**config.mk**
```make
export PLATFORM = sky130hd
export DESIGN_NAME = ep_in_tx_ctrl
export DESIGN_NICKNAME = d
export VERILOG_FILES = /design/src/rtl/ep_tx_pkg.sv /design/src/rtl/ep_tx_fifo.sv /design/src/rtl/ep_tx_fsm.sv /design/src/rtl/ep_in_tx_ctrl.sv
export SDC_FILE = /design/constraint.sdc
export NUM_CORES = 1
export LEC_CHECK = 0
export CAP_MARGIN = 30
export CORE_ASPECT_RATIO = 1.4
export CORE_MARGIN = 2
export CORE_UTILIZATION = 29
export CTS_CLUSTER_DIAMETER = 50
export DETAILED_ROUTE_END_ITERATION = 12
export DONT_BUFFER_PORTS = 1
export SETUP_SLACK_MARGIN = 0.05
export SLEW_MARGIN = 20
export SYNTH_ARGS = -nofsm -noshare
export SYNTH_HDL_FRONTEND = slang
export SYNTH_SLANG_ARGS = --single-unit
```
**constraint.sdc**
```tcl
create_clock -name clk -period 3.9 [get_ports clk]
set_input_delay 0.78 -clock clk [delete_from_list [all_inputs] [get_ports clk]]
set_output_delay 0.78 -clock clk [all_outputs]
set_load 0.02 [all_outputs]
```
**src/rtl/ep_tx_pkg.sv**
```systemverilog
package ep_tx_pkg;
    typedef enum logic [1:0] {
        RESP_NAK   = 2'd0,
        RESP_STALL = 2'd1,
        RESP_DATA  = 2'd2
    } resp_e;

    typedef enum logic [1:0] {
        ST_IDLE    = 2'd0,
        ST_SEND    = 2'd1,
        ST_WAIT_HS = 2'd2
    } tx_state_e;

    localparam logic [1:0] ADDR_QUEUE = 2'd0;
    localparam logic [1:0] ADDR_STAT  = 2'd1;
    localparam logic [1:0] ADDR_MASK  = 2'd2;

    localparam int B_ROOM  = 0;
    localparam int B_DONE  = 1;
    localparam int B_FLUSH = 2;
    localparam int B_UNDR  = 3;
    localparam int B_STSNT = 4;
    localparam int B_FSTL  = 5;
    localparam int B_SHORT = 7;
endpackage

```
**src/rtl/ep_tx_fifo.sv**
```systemverilog
module ep_tx_fifo #(
    parameter int DEPTH = 16,
    parameter int LW    = 4,
    localparam int AW   = $clog2(DEPTH),
    localparam int CW   = $clog2(DEPTH + 1)
) (
    input  logic          clk,
    input  logic          rst_n,
    input  logic          push,
    input  logic [7:0]    push_byte,
    input  logic          flush,
    input  logic          pop,
    input  logic [LW-1:0] pop_n,
    input  logic [LW-1:0] peek_off,
    output logic [7:0]    peek_byte,
    output logic [CW-1:0] count
);
    logic [7:0]    mem [DEPTH];
    logic [AW-1:0] wr_ptr, rd_ptr;
    logic          push_ok;
    logic [LW-1:0] pop_amt;
    logic [AW-1:0] peek_idx;

    assign push_ok  = push && !flush && (count < CW'(DEPTH));
    assign pop_amt  = !pop ? '0 : ((CW'(pop_n) > count) ? LW'(count) : pop_n);
    assign peek_idx = rd_ptr + AW'(peek_off);
    assign peek_byte = mem[peek_idx];

    always_ff @(posedge clk) begin
        if (push_ok) mem[wr_ptr] <= push_byte;
    end

    always_ff @(posedge clk or negedge rst_n) begin
        if (!rst_n) begin
            wr_ptr <= '0;
            rd_ptr <= '0;
            count  <= '0;
        end else if (flush) begin
            rd_ptr <= wr_ptr;
            count  <= '0;
        end else begin
            if (push_ok) wr_ptr <= wr_ptr + AW'(1);
            rd_ptr <= rd_ptr + AW'(pop_amt);
            count  <= count + CW'(push_ok) - CW'(pop_amt);
        end
    end

    p_no_overflow_r12: assert property (@(posedge clk) disable iff (!rst_n)
        count <= CW'(DEPTH));
    p_flush_empty_r8: assert property (@(posedge clk) disable iff (!rst_n)
        flush |=> (count == '0));
endmodule

```
**src/rtl/ep_tx_fsm.sv**
```systemverilog
module ep_tx_fsm
    import ep_tx_pkg::*;
#(
    parameter int PKT_MAX = 8,
    parameter int CW      = 5,
    parameter int LW      = 4
) (
    input  logic          clk,
    input  logic          rst_n,
    input  logic          in_tok,
    input  logic          byte_req,
    input  logic          hs_ack,
    input  logic          hs_timeout,
    input  logic          stall_force,
    input  logic          short_set,
    input  logic [CW-1:0] fifo_cnt,
    output logic          resp_vld,
    output resp_e         resp_kind,
    output logic [LW-1:0] resp_len,
    output logic          byte_vld,
    output logic [LW-1:0] peek_off,
    output logic          pop,
    output logic [LW-1:0] pop_n,
    output logic          ev_done,
    output logic          ev_undr,
    output logic          ev_stall,
    output logic          ev_short_clr
);
    tx_state_e     state, state_d;
    logic [LW-1:0] snd_len, snd_len_d, snd_idx, snd_idx_d;
    logic          snd_short, snd_short_d;
    logic          rv_d;
    resp_e         rk_d;
    logic [LW-1:0] rl_d;
    logic          have_full;

    assign have_full = fifo_cnt >= CW'(PKT_MAX);
    assign byte_vld  = (state == ST_SEND) && (CW'(snd_idx) < fifo_cnt);
    assign peek_off  = snd_idx;
    assign pop_n     = snd_len;

    always_ff @(posedge clk or negedge rst_n) begin
        if (!rst_n) begin
            state     <= ST_IDLE;
            snd_len   <= '0;
            snd_idx   <= '0;
            snd_short <= 1'b0;
            resp_vld  <= 1'b0;
            resp_kind <= RESP_NAK;
            resp_len  <= '0;
        end else begin
            state     <= state_d;
            snd_len   <= snd_len_d;
            snd_idx   <= snd_idx_d;
            snd_short <= snd_short_d;
            resp_vld  <= rv_d;
            resp_kind <= rk_d;
            resp_len  <= rl_d;
        end
    end

    always_comb begin
        state_d      = state;
        snd_len_d    = snd_len;
        snd_idx_d    = snd_idx;
        snd_short_d  = snd_short;
        rv_d         = 1'b0;
        rk_d         = resp_kind;
        rl_d         = resp_len;
        pop          = 1'b0;
        ev_done      = 1'b0;
        ev_undr      = 1'b0;
        ev_stall     = 1'b0;
        ev_short_clr = 1'b0;
        unique case (state)
            ST_IDLE: begin
                if (in_tok) begin
                    rv_d      = 1'b1;
                    snd_idx_d = '0;
                    if (stall_force) begin
                        rk_d     = RESP_STALL;
                        rl_d     = '0;
                        ev_stall = 1'b1;
                    end else if (have_full) begin
                        rk_d        = RESP_DATA;
                        rl_d        = LW'(PKT_MAX);
                        snd_len_d   = LW'(PKT_MAX);
                        snd_short_d = 1'b0;
                        state_d     = ST_SEND;
                    end else if (short_set) begin
                        rk_d        = RESP_DATA;
                        rl_d        = LW'(fifo_cnt);
                        snd_len_d   = LW'(fifo_cnt);
                        snd_short_d = 1'b1;
                        state_d     = (fifo_cnt == '0) ? ST_WAIT_HS : ST_SEND;
                    end else begin
                        rk_d = RESP_NAK;
                        rl_d = '0;
                    end
                end
            end
            ST_SEND: begin
                if (byte_req) begin
                    if (byte_vld) begin
                        snd_idx_d = snd_idx + LW'(1);
                        if (snd_idx + LW'(1) == snd_len) state_d = ST_WAIT_HS;
                    end else begin
                        ev_undr = 1'b1;
                        ev_done = 1'b1;
                        state_d = ST_IDLE;
                    end
                end
            end
            ST_WAIT_HS: begin
                if (hs_ack) begin
                    pop          = 1'b1;
                    ev_done      = 1'b1;
                    ev_short_clr = snd_short;
                    state_d      = ST_IDLE;
                end else if (hs_timeout) begin
                    state_d = ST_IDLE;
                end
            end
            default: state_d = ST_IDLE;
        endcase
    end

    p_resp_single_r3: assert property (@(posedge clk) disable iff (!rst_n)
        resp_vld |=> !resp_vld);
    p_len_max_r3: assert property (@(posedge clk) disable iff (!rst_n)
        (resp_vld && resp_kind == RESP_DATA) |-> (resp_len <= LW'(PKT_MAX)));
    p_stall_r9: assert property (@(posedge clk) disable iff (!rst_n)
        (state == ST_IDLE && in_tok && stall_force) |=> (resp_vld && resp_kind == RESP_STALL));
    p_nak_r4: assert property (@(posedge clk) disable iff (!rst_n)
        (state == ST_IDLE && in_tok && !stall_force && !short_set && fifo_cnt < CW'(PKT_MAX))
        |=> (resp_vld && resp_kind == RESP_NAK));
endmodule

```
**src/rtl/ep_in_tx_ctrl.sv**
```systemverilog
module ep_in_tx_ctrl
    import ep_tx_pkg::*;
#(
    parameter int DEPTH   = 16,
    parameter int PKT_MAX = 8
) (
    input  logic                         clk,
    input  logic                         rst_n,
    input  logic                         bus_wr,
    input  logic [1:0]                   bus_addr,
    input  logic [7:0]                   bus_wdata,
    output logic [31:0]                  bus_rdata,
    input  logic                         in_tok,
    output logic                         resp_vld,
    output logic [1:0]                   resp_kind,
    output logic [$clog2(PKT_MAX+1)-1:0] resp_len,
    input  logic                         byte_req,
    output logic [7:0]                   tx_byte,
    output logic                         tx_byte_vld,
    input  logic                         hs_ack,
    input  logic                         hs_timeout,
    output logic                         irq
);
    localparam int LW = $clog2(PKT_MAX + 1);
    localparam int CW = $clog2(DEPTH + 1);

    logic          f_done, f_undr, f_stsnt, f_fstl, f_short, f_mask;
    logic          stat_wr, push, flush, room;
    logic [CW-1:0] fifo_cnt;
    logic [LW-1:0] peek_off, pop_n;
    logic          pop, ev_done, ev_undr, ev_stall, ev_short_clr;
    resp_e         rk;

    assign stat_wr = bus_wr && (bus_addr == ADDR_STAT);
    assign push    = bus_wr && (bus_addr == ADDR_QUEUE);
    assign flush   = stat_wr && bus_wdata[B_FLUSH];
    assign room    = fifo_cnt <= CW'(DEPTH - PKT_MAX);
    assign irq     = (f_done | f_stsnt) & ~f_mask;
    assign resp_kind = rk;

    ep_tx_fifo #(.DEPTH(DEPTH), .LW(LW)) u_fifo (
        .clk(clk), .rst_n(rst_n), .push(push), .push_byte(bus_wdata),
        .flush(flush), .pop(pop), .pop_n(pop_n), .peek_off(peek_off),
        .peek_byte(tx_byte), .count(fifo_cnt)
    );

    ep_tx_fsm #(.PKT_MAX(PKT_MAX), .CW(CW), .LW(LW)) u_fsm (
        .clk(clk), .rst_n(rst_n), .in_tok(in_tok), .byte_req(byte_req),
        .hs_ack(hs_ack), .hs_timeout(hs_timeout), .stall_force(f_fstl),
        .short_set(f_short), .fifo_cnt(fifo_cnt), .resp_vld(resp_vld),
        .resp_kind(rk), .resp_len(resp_len), .byte_vld(tx_byte_vld),
        .peek_off(peek_off), .pop(pop), .pop_n(pop_n), .ev_done(ev_done),
        .ev_undr(ev_undr), .ev_stall(ev_stall), .ev_short_clr(ev_short_clr)
    );

    always_ff @(posedge clk or negedge rst_n) begin
        if (!rst_n) begin
            f_done  <= 1'b0;
            f_undr  <= 1'b0;
            f_stsnt <= 1'b0;
            f_fstl  <= 1'b0;
            f_short <= 1'b0;
            f_mask  <= 1'b1;
        end else begin
            f_done  <= ev_done  | (f_done  & ~(stat_wr & bus_wdata[B_DONE]));
            f_undr  <= ev_undr  | (f_undr  & ~(stat_wr & bus_wdata[B_UNDR]));
            f_stsnt <= ev_stall | (f_stsnt & ~(stat_wr & bus_wdata[B_STSNT]));
            f_short <= (stat_wr & bus_wdata[B_SHORT]) | (f_short & ~ev_short_clr);
            if (stat_wr) f_fstl <= bus_wdata[B_FSTL];
            if (bus_wr && bus_addr == ADDR_MASK) f_mask <= bus_wdata[0];
        end
    end

    always_comb begin
        bus_rdata = '0;
        unique case (bus_addr)
            ADDR_STAT: begin
                bus_rdata[B_ROOM]  = room;
                bus_rdata[B_DONE]  = f_done;
                bus_rdata[B_UNDR]  = f_undr;
                bus_rdata[B_STSNT] = f_stsnt;
                bus_rdata[B_FSTL]  = f_fstl;
                bus_rdata[B_SHORT] = f_short;
            end
            ADDR_MASK: bus_rdata[0] = f_mask;
            default:   bus_rdata = '0;
        endcase
    end

    p_short_hold_r5: assert property (@(posedge clk) disable iff (!rst_n)
        (f_short && !hs_ack) |=> f_short);
    p_irq_masked_r11: assert property (@(posedge clk) disable iff (!rst_n)
        (f_mask && !(bus_wr && bus_addr == ADDR_MASK)) |=> !irq);
endmodule

```
==> results.sh <==
export IMPL_status="complete, no violations"
export IMPL_r2r_setup_slack_ps=520
export IMPL_coreArea_um2=26100
export IMPL_async_reset_ff_frac=0.224
export IMPL_layout_nets=596
export IMPL_grt_overflow=0
export IMPL_netlist_area_um2=7700
export IMPL_synthDistinctLibCells=52
export IMPL_start_util=0.295
export IMPL_required_ps=3120
export IMPL_clkSinkCount=165
export IMPL_yosysSeqAreaShare=0.620
export IMPL_synth_area_per_cell_um2=15.0
export IMPL_worstSetupStartpointType="register"
export IMPL_power_total_w=0.00735
export IMPL_setup_slack_ps=200
export IMPL_yosys_register_bits=165
export IMPL_dp_hpwl_um=12300
export IMPL_clock_skew_ps=17.2
export IMPL_fill_cells=2503
export IMPL_ys_warn_count=0
export IMPL_grt_max_degree=38
export IMPL_grt_antenna_before_repair=0
export IMPL_cts_root_buffer="clkbuf_16"
export IMPL_period_share=0.949
export IMPL_grt_pass1_wl_um=26200
export IMPL_worstPathMaxFanout=17
export IMPL_worstSetupEndpointType="primary output"
export IMPL_drv_slew=0
export IMPL_pre_cts_slack_ps=231
export IMPL_cts_buffer_depth=2
export IMPL_wl_per_cell_um=19.2
export IMPL_synthCells=512
export IMPL_ctsHoldBuffers=0
export IMPL_p_leak_nw=3.31
export IMPL_worstMarginPinSlew_ps=771
export IMPL_power_density_nw_per_um2=835
export IMPL_gp_congestion=0.850
export IMPL_rsz0062_at_grt="false"
export IMPL_stdcell_count=883
export IMPL_dr_pass1_iters=4
export IMPL_cts_max_level=4
export IMPL_reg2reg_to="u_fifo.count[4]$_DFF_PN0_"
export IMPL_drt_iter0_markers=216
export IMPL_cts_buffers_inserted=17
export IMPL_ios=66
export IMPL_hold_violations=0
export IMPL_wl_um=16900
export IMPL_viasPerCell=4.79
export IMPL_synth_edf_count=128
export IMPL_die_y_um=197
export IMPL_cts_tree="done"
export IMPL_cts_clk_slew_worst_paths_ps=70
export IMPL_die_w_um=142
export IMPL_setup_viol_count_final=0
export IMPL_io_buffers=0
export IMPL_worstSkewPairLatency_ps=430
export IMPL_arrival_ps=2920
export IMPL_vdd_drop_max_uv=317
export IMPL_route_antenna_remaining_nets=0
export IMPL_max_freq_ghz=0.270
export IMPL_die_area_um2=27900
export IMPL_rr_worst_depth=15
export IMPL_antenna_cells=0
export IMPL_drive_gt1_frac=0.206
export IMPL_synthFlopType="edfxtp_1"
export IMPL_vias=4228
export IMPL_areaGrowthSynthToFinish_pct=14.4
export IMPL_grt_pass1_vias=4449
export IMPL_critPathKind="reg2out"
export IMPL_slew_headroom=0.484
export IMPL_drc_errors=0
export IMPL_place_inst=840
export IMPL_num_rows=70
export IMPL_min_path_type="in2async"
export IMPL_cap_violations=0
export IMPL_grt_total_usage=0.126
export IMPL_tns_ps=0
export IMPL_finalCriticalPeriod_ps=3700
export IMPL_r2r_start="u_fifo.count[1]$_DFF_PN0_"
==> cell type report <==
cell class / count / area, µm² / area share
Clock buffer: 17 / 425 / 0.0483
Clock inverter: 15 / 158 / 0.0179
Inverter: 26 / 97.6 / 0.0111
Multi-Input combinational cell: 306 / 2720 / 0.309
Sequential cell: 165 / 4770 / 0.542
Tap cell: 324 / 405 / 0.0460
Timing Repair Buffer: 30 / 229 / 0.0260
==> report_power, final <==
part | switching (W) | internal [W]
Combinational | 0.00176 | 0.00165
Clock | 0.000766 | 0.000857
Sequential | 0.000236 | 0.00208
Total | 0.00276 | 0.00459
==> how the worst max path moves through the flow <==
stage	start	to	slack [ps]
2_1_floorplan	u_fsm.peek_off[0]$_DFFE_PN0P_	tx_byte[5]	650
3_3_place_gp	u_fsm.peek_off[0]$_DFFE_PN0P_	tx_byte[1]	290
3_5_place_dp	u_fsm.peek_off[0]$_DFFE_PN0P_	tx_byte[0]	230
4_1_cts	u_fsm.peek_off[0]$_DFFE_PN0P_	tx_byte[1]	50
5_1_grt	u_fsm.peek_off[0]$_DFFE_PN0P_	tx_byte[5]	40
6_report	u_fsm.peek_off[0]$_DFFE_PN0P_	tx_byte[3]	200
==> sequential cells by signal (all words and copies together), names as in the netlist, 2 cells and up <==
signal and cells:
u_fsm.peek_off 4, u_fsm.resp_kind 2, u_fifo.rd_ptr 4, u_fsm.state 2, u_fsm.resp_len 4, u_fifo.wr_ptr 4, u_fifo.mem 128, u_fifo.count 5
u_fsm.pop_n 4
==> worst max-delay path: stages (launching register included) <==
cell      delay (ps)
dfrtp_2          450
ha_4             150
inv_1             50
fa_2             680
buf_6            240
mux4_2           380
a211oi_2         290
a21oi_1           70
buf_4            160
==> per-stage QoR <==
step | utilization | cell area, µm² | hold WS (ps)
final | 0.337 | 8810 | 32.8
after global routing | 0.337 | 8810 | 15.3
after CTS | 0.333 | 8690 | 23.0
after detailed placement | 0.310 | 8090 | 470
after global placement | 0.310 | 8090 | 462
after floorplan | - | 7790 | 439
==> placed cells by master, fill, tap and decap left out, types with 2 or more instances in the layout <==
cell type / n
a21o_1: 9
nor3_1: 6
ha_1: 29
mux2_2: 3
nand4_1: 2
or4_1: 2
inv_1: 26
a21oi_1: 16
conb_1: 26
o22ai_1: 2
dfrtp_2: 2
nor2b_4: 2
xnor2_1: 11
fa_1: 2
inv_8: 6
dfrtp_1: 34
nand2_1: 28
o21ai_0: 11
nand3_1: 4
nand2b_1: 6
buf_4: 28
and3_1: 4
a211oi_1: 5
a31oi_1: 4
clkbuf_16: 17
clkinv_8: 2
inv_6: 2
clkinv_4: 4
o31ai_1: 3
o211ai_1: 2
a211oi_2: 3
xor2_1: 6
a22o_1: 9
and2_1: 23
edfxtp_1: 128
mux4_2: 32
nor2_1: 15
mux2i_1: 9
nor2b_1: 12
==> synth_stat cells, types with 4 or more instances <==
cell,count,area [µm²]
edfxtp_1,128,3840
dfrtp_1,36,901
mux4_2,32,721
ha_1,30,375
nand2_1,28,105
buf_4,27,203
inv_1,26,97.6
and2_1,23,144
a21oi_1,16,80.1
nor2_1,15,56.3
nor2b_1,12,75.1
o21ai_0,11,55.1
xnor2_1,11,96.3
mux2i_1,10,100
a21o_1,9,67.6
a22o_1,9,78.8
a211oi_1,8,60.1
clkbuf_1,7,26.3
xor2_1,7,61.3
nand2b_1,6,37.5
nor3_1,6,30.0
buf_2,5,25.0
a31oi_1,4,25.0
and3_1,4,25.0
nand3_1,4,20.0
==> layer usage <==
layer  part of all wire  up-vias  track usage
li1                   -     1944            -
met1               0.40     2161        0.144
met2               0.54      109        0.229
met3              0.044       14       0.0311
met4              0.016        0       0.0381
met5                  0        -            0
==> cell families (layout without fill, tap and decap cells) <==
logic type      after synthesis  after routing  share of synthesized area
xor+xnor                     18             18                     0.0205
compound gates               71             71                     0.0655
fa+ha+maj                    33             33                     0.0565
mux                          45             45                      0.111
other cells                   1             26                   0.000487
buf+inv                      66             88                     0.0461
flops                       165            165                      0.620
simple gates                113            113                     0.0803
==> timing repair <==
action                     4_1_cts  5_1_grt
buffers inserted                 0       10
pin swaps                        0        2
setup endpoints to repair        8        5
resized for setup                4        6
No activity file was read; power rests on OpenSTA's default activity.
